**config.mk**
```make
export PLATFORM = sky130hd
export DESIGN_NAME = tmr_ctl_reg
export DESIGN_NICKNAME = d
export VERILOG_FILES = /design/src/rtl/tcer_pkg.sv /design/src/rtl/tcer_sync.sv /design/src/rtl/tcer_tmr_flag.sv /design/src/rtl/tcer_ext_req.sv /design/src/rtl/tmr_ctl_reg.sv
export SDC_FILE = /design/constraint.sdc
export NUM_CORES = 1
export LEC_CHECK = 0
export ABC_AREA = 1
export BUFFER_PORTS_ARGS = -buffer_cell sky130_fd_sc_hd__buf_2
export CORE_UTILIZATION = 35
export CTS_CLUSTER_SIZE = 10
export DETAILED_ROUTE_END_ITERATION = 8
export SETUP_SLACK_MARGIN = 0.3
export SYNTH_ARGS = -nofsm -noshare
export SYNTH_HDL_FRONTEND = slang
export SYNTH_SLANG_ARGS = --single-unit
```
**constraint.sdc**
```tcl
create_clock -name clk -period 1.3 [get_ports clk]
set_clock_uncertainty 0.2 [all_clocks]
set_input_delay 0.26 -clock clk [delete_from_list [all_inputs] [get_ports clk]]
set_output_delay 0.26 -clock clk [all_outputs]
set_load 0.02 [all_outputs]
```
**src/rtl/tcer_pkg.sv**
```systemverilog
package tcer_pkg;
  localparam int unsigned REG_W = 8;
  // bit positions inside the control byte
  localparam int unsigned B_IT0 = 0;
  localparam int unsigned B_IE0 = 1;
  localparam int unsigned B_IT1 = 2;
  localparam int unsigned B_IE1 = 3;
  localparam int unsigned B_TR0 = 4;
  localparam int unsigned B_TF0 = 5;
  localparam int unsigned B_TR1 = 6;
  localparam int unsigned B_TF1 = 7;

  function automatic logic [REG_W-1:0] bit_onehot(input logic [2:0] idx);
    return REG_W'(1) << idx;
  endfunction

  // set wins over write, write wins over acknowledge clear
  function automatic logic flag_next(input logic cur, input logic hw_set,
                                     input logic wr_en, input logic wr_val,
                                     input logic clr);
    if (hw_set)     return 1'b1;
    else if (wr_en) return wr_val;
    else if (clr)   return 1'b0;
    else            return cur;
  endfunction
endpackage

```
**src/rtl/tcer_sync.sv**
```systemverilog
module tcer_sync #(
  parameter int unsigned WIDTH  = 2,
  parameter int unsigned STAGES = 2
) (
  input  logic             clk,
  input  logic             rst_n,
  input  logic [WIDTH-1:0] async_in,
  output logic [WIDTH-1:0] sync_out
);
  for (genvar g = 0; g < WIDTH; g++) begin : g_lane
    logic [STAGES-1:0] sr;
    always_ff @(posedge clk or negedge rst_n) begin
      if (!rst_n) sr <= '1;   // idle-high pins: no false edge out of reset
      else        sr <= {sr[STAGES-2:0], async_in[g]};
    end
    assign sync_out[g] = sr[STAGES-1];
  end
endmodule

```
**src/rtl/tcer_tmr_flag.sv**
```systemverilog
module tcer_tmr_flag
  import tcer_pkg::*;
(
  input  logic clk,
  input  logic rst_n,
  input  logic ovf,
  input  logic ack,
  input  logic wr_en,
  input  logic wr_val,
  output logic flag
);
  always_ff @(posedge clk or negedge rst_n) begin
    if (!rst_n) flag <= 1'b0;
    else        flag <= flag_next(flag, ovf, wr_en, wr_val, ack);
  end

  // an overflow is never lost
  p_ovf_sets_r6: assert property (@(posedge clk) disable iff (!rst_n)
    ovf |=> flag);
  // a lone acknowledge clears
  p_ack_clears_r7: assert property (@(posedge clk) disable iff (!rst_n)
    (ack && !ovf && !wr_en) |=> !flag);
endmodule

```
**src/rtl/tcer_ext_req.sv**
```systemverilog
module tcer_ext_req
  import tcer_pkg::*;
(
  input  logic clk,
  input  logic rst_n,
  input  logic pin_s,
  input  logic edge_mode,
  input  logic ack,
  input  logic wr_en,
  input  logic wr_val,
  output logic flag,
  output logic fall_evt
);
  logic pin_prev;

  always_ff @(posedge clk or negedge rst_n) begin
    if (!rst_n) pin_prev <= 1'b1;
    else        pin_prev <= pin_s;
  end

  assign fall_evt = pin_prev & ~pin_s;

  always_ff @(posedge clk or negedge rst_n) begin
    if (!rst_n)         flag <= 1'b0;
    else if (edge_mode) flag <= flag_next(flag, fall_evt, wr_en, wr_val, ack);
    else                flag <= ~pin_s;
  end

  // a detected edge always latches
  p_edge_sets_r9: assert property (@(posedge clk) disable iff (!rst_n)
    (edge_mode && fall_evt) |=> flag);
  // level mode mirrors the pin regardless of ack or write
  p_level_track_r11: assert property (@(posedge clk) disable iff (!rst_n)
    !edge_mode |=> (flag == !$past(pin_s)));
endmodule

```
**src/rtl/tmr_ctl_reg.sv**
```systemverilog
module tmr_ctl_reg
  import tcer_pkg::*;
#(
  parameter int unsigned ADDR_W      = 8,
  parameter int unsigned BASE_ADDR   = 'h88,
  parameter int unsigned SYNC_STAGES = 2
) (
  input  logic              clk,
  input  logic              rst_n,
  input  logic [ADDR_W-1:0] sfr_addr,
  input  logic              sfr_wr,
  input  logic [REG_W-1:0]  sfr_wdata,
  output logic [REG_W-1:0]  sfr_rdata,
  input  logic [ADDR_W-1:0] bit_addr,
  input  logic              bit_wr,
  input  logic              bit_wval,
  input  logic [1:0]        tmr_ovf,
  input  logic [1:0]        ext_pin_n,
  input  logic [3:0]        ack,
  output logic [1:0]        run_en,
  output logic [3:0]        irq
);
  localparam logic [ADDR_W-1:0] BASE_A  = BASE_ADDR[ADDR_W-1:0];
  localparam logic [ADDR_W-4:0] BIT_GRP = BASE_A[ADDR_W-1:3];
  localparam int unsigned N_SRC = 2;

  logic             byte_hit, bit_hit;
  logic [REG_W-1:0] wr_en, wr_val, ctl;
  logic [N_SRC-1:0] pin_s, fall_evt;

  assign byte_hit = sfr_wr && (sfr_addr == BASE_A);
  assign bit_hit  = bit_wr && (bit_addr[ADDR_W-1:3] == BIT_GRP);

  always_comb begin
    wr_en  = '0;
    wr_val = '0;
    if (byte_hit) begin
      wr_en  = '1;
      wr_val = sfr_wdata;
    end else if (bit_hit) begin
      wr_en  = bit_onehot(bit_addr[2:0]);
      wr_val = {REG_W{bit_wval}};
    end
  end

  tcer_sync #(.WIDTH(N_SRC), .STAGES(SYNC_STAGES)) u_sync (
    .clk(clk), .rst_n(rst_n), .async_in(ext_pin_n), .sync_out(pin_s)
  );

  // software-only bits: run enables and trigger types (even positions)
  for (genvar g = 0; g < 4; g++) begin : g_soft
    localparam int unsigned POS = 2 * g;
    logic q;
    always_ff @(posedge clk or negedge rst_n) begin
      if (!rst_n)          q <= 1'b0;
      else if (wr_en[POS]) q <= wr_val[POS];
    end
    assign ctl[POS] = q;
  end

  for (genvar n = 0; n < N_SRC; n++) begin : g_src
    localparam int unsigned TF = B_TF0 + 2 * n;
    localparam int unsigned IE = B_IE0 + 2 * n;
    localparam int unsigned IT = B_IT0 + 2 * n;

    tcer_tmr_flag u_tf (
      .clk(clk), .rst_n(rst_n), .ovf(tmr_ovf[n]), .ack(ack[2*n+1]),
      .wr_en(wr_en[TF]), .wr_val(wr_val[TF]), .flag(ctl[TF])
    );

    tcer_ext_req u_ie (
      .clk(clk), .rst_n(rst_n), .pin_s(pin_s[n]), .edge_mode(ctl[IT]),
      .ack(ack[2*n]), .wr_en(wr_en[IE]), .wr_val(wr_val[IE]),
      .flag(ctl[IE]), .fall_evt(fall_evt[n])
    );

    assign run_en[n]  = ctl[B_TR0 + 2 * n];
    assign irq[2*n]   = ctl[IE];
    assign irq[2*n+1] = ctl[TF];
  end

  assign sfr_rdata = (sfr_addr == BASE_A) ? ctl : '0;

  // run enables move only on a CPU write
  p_run_hold_r5: assert property (@(posedge clk) disable iff (!rst_n)
    (!wr_en[B_TR0] && !wr_en[B_TR1]) |=> $stable(run_en));
  // an unaddressed read returns zero
  p_read_zero_r2: assert property (@(posedge clk) disable iff (!rst_n)
    (sfr_addr != BASE_A) |-> (sfr_rdata == '0));
endmodule

```
==> results.json <==
{
  "drtPass1Iterations": 4,
  "dieArea_sq_um": 3100,
  "p_leak_uw": 0.000864,
  "cp.required_ns": 0.84,
  "synth_top_area_share": 0.199,
  "wire_per_inst_um": 12.2,
  "crit_fanout": 5,
  "r2r_start": "u_sync.g_lane[0].sr[1]$_DFF_PN1_",
  "drc": 0,
  "cts_buffers": 3,
  "path_cells": "buf_6 -> inv_6 -> nand2_4 -> nor2_4 -> nand2_8 -> nor2_4 -> buf_6",
  "cts_hold_buf": 3,
  "antennaDiodeCount": 0,
  "syn-cell-area_sq_um": 1010,
  "cp-start-kind": "primary input",
  "dp_hpwl_mm": 1.86,
  "clock_latency_ns": 0.28,
  "synth_edf_count": 0,
  "synth_ff_type": "dfrtp_1",
  "switchingPower_uw": 341,
  "cp_num_buf_inv": 3,
  "io_pins": 51,
  "slew_violations": 0,
  "synthTopCellsByCount": "nand2_1, inv_1, nor2_1",
  "synth_area_leaders": "dfrtp_1, dfstp_2, o211ai_2, nand2_1, inv_1",
  "max-slew-margin-rel": 0.778,
  "num_rows": 19,
  "drt-initial-drc-count": 12,
  "internal-power_uw": 814,
  "fin_crit_ns": 1.49,
  "rsz0062_at_grt": "yes",
  "worstSetupStartpoint": "sfr_addr[1]",
  "io_buffers": 50,
  "ant_nets": 0,
  "clkTransAtPathRegs_ns": 0.09,
  "routed_via_density": 4.55,
  "sequentialPowerShare": 0.434,
  "antenna_found_initial": 0,
  "max-vdd-ir-drop_mv": 1.02,
  "fp.dieH_um": 55.7,
  "yosys.area.top_type": "dfrtp_1",
  "min_from": "tmr_ovf[0]",
  "clock_path_buffers": 2,
  "syn_to_final_growth_pct": 72.8,
  "synth_seq_cells": 14,
  "maxCapViolations": 0,
  "grt_pass1_vias": 1039,
  "coreArea_sq_um": 2730,
  "vias": 1019,
  "drive_above_1_share": 0.648,
  "arrival_ns": 1.03,
  "combPwrFrac": 0.292,
  "fmax_mhz": 673,
  "powerDensity_nw_per_um2": 663,
  "grt_max_degree": 15,
  "synthesis.nets": 162,
  "final-setup-viol-count": 18,
  "p_clk_frac": 0.274,
  "async_flop_share": 1.00,
  "clkSinkCount": 14,
  "finalHoldViolations": 1,
  "routed_wl_mm": 2.73,
  "swShare": 0.295,
  "gr-total-overflow": 0,
  "outcome": "finished, violations left",
  "place_congestion": 0.756,
  "cts_tree": "done",
  "cpPeakStageDelay_ns": 0.22,
  "synthCells": 125,
  "critical_path_class": "in -> out",
  "finalCritPeriodShare": 1.14,
  "slowest_stage": "nor2_4",
  "post-route-util": 0.638,
  "grt_pass1_wl_mm": 4.60,
  "synth_most_common_cell": "nand2_1",
  "violations": "hold timing, setup timing",
  "worstMarginPinSlew_ns": 0.333,
  "htreeDepth": 1,
  "track_usage": 0.189,
  "critical-path-top-delay-family": "simple AND/OR/NAND/NOR gates",
  "fin_ws_ns": -0.187,
  "yosysWarnings": 0,
  "hp-class": "in -> reg",
  "ys_types": 19,
  "whs_ns": -0.00981,
  "seq_area_frac_synth": 0.355,
  "worstSetupEndpointType": "output pin",
  "root_buffer": "clkbuf_4",
  "syn_area_per_cell_sq_um": 8.07,
  "die_x_um": 55.7,
  "start_util": 0.369,
  "final_nets": 231
}
worst paths after layout:
path                                                          to  slack (ns)  cells after the start
worst max-delay path                                sfr_rdata[3]       -0.19                      7
worst min-delay path              g_src[0].u_tf.flag$_DFFE_PN0P_       -0.01                      3
worst max register to register    g_src[0].u_ie.flag$_DFFE_PN0P_        0.08                      6
worst min register to register  u_sync.g_lane[1].sr[1]$_DFF_PN1_        0.16                      0
max in group asynchronous       u_sync.g_lane[0].sr[1]$_DFF_PN1_        0.39                      2
min in group asynchronous         g_src[1].u_ie.flag$_DFFE_PN0P_        0.21                      2
power by group through the flow:
stage,registers (uW),logic [uW],clock network [uW]
2_1_floorplan,501,180,0
3_3_place_gp,505,257,0
3_5_place_dp,506,263,0
4_1_cts,503,313,332
5_1_grt,507,366,354
6_report,501,337,316
flip-flops by register name, indices dropped and copies added, names as in the netlist:
register	count
u_sync.g_lane.sr	4
g_src.u_ie.flag	2
g_soft.q	4
g_src.u_ie.pin_prev	2
g_src.u_tf.flag	2
stage by stage:
stage | TNS (ns) | total power, uW | std cells | cell area, sq um | setup WS [ns]
after CTS | -2.70 | 1150 | 216 | 1650 | -0.204
after global placement | -4.20 | 762 | 204 | 1400 | -0.282
after detailed placement | -4.43 | 769 | 204 | 1400 | -0.295
after global routing | -3.55 | 1230 | 224 | 1740 | -0.236
final | -2.66 | 1150 | 224 | 1740 | -0.187
after floorplan | -0.00675 | 681 | 125 | 1130 | -0.00675
kinds of logic (layout without fill, tap and decap cells):
family / count (synthesis) / count (layout) / synth area share
buffers and inverters: 32 / 99 / 0.149
and+or+nand+nor: 65 / 66 / 0.349
AOI/OAI and AO/OA: 14 / 14 / 0.148
DFF: 14 / 14 / 0.355
area by class of cell:
type / count / area, sq um
fill: 237 / 991
clock buffer: 4 / 36.3
tap: 31 / 38.8
inverter: 25 / 119
sequential: 14 / 358
timing repair buffer: 70 / 556
multi-input combinational: 80 / 636
per-layer routing:
metal,routed length [um],vias up,track usage
met1,1150,467,0.233
met5,0,-,0
met3,112,2,0.0558
li1,-,518,-
met4,11,0,0.0429
met2,1450,32,0.325
timing repair:
action	in CTS	in global routing
gates cloned	1	0
gates resized for setup	44	7
endpoints found under the setup margin	22	22
buffers inserted	4	8
hold endpoints to repair	19	3
pin swaps	19	11
worst reg2reg max path, delay by kind of cell, from the launching register on:
| kind | cells | cell delay [ns] |
|---|---|---|
| simple gates | 4 | 0.29 |
| flops | 1 | 0.55 |
| compound gates | 1 | 0.10 |
| buf+inv | 1 | 0.04 |
placed cells by master, fill, tap and decap left out, types with 3 or more instances in the layout:
master	n
nor2_4	12
buf_6	24
inv_2	3
buf_2	30
o211ai_2	9
dfstp_2	6
nand2_1	24
dlygate4sd3_1	3
buf_4	12
inv_1	18
nand2_2	5
dfrtp_1	8
nand2_4	4
clkbuf_4	3
nor2_1	8
nand3_1	5
Note: power is estimated with default switching activity, not from simulation.
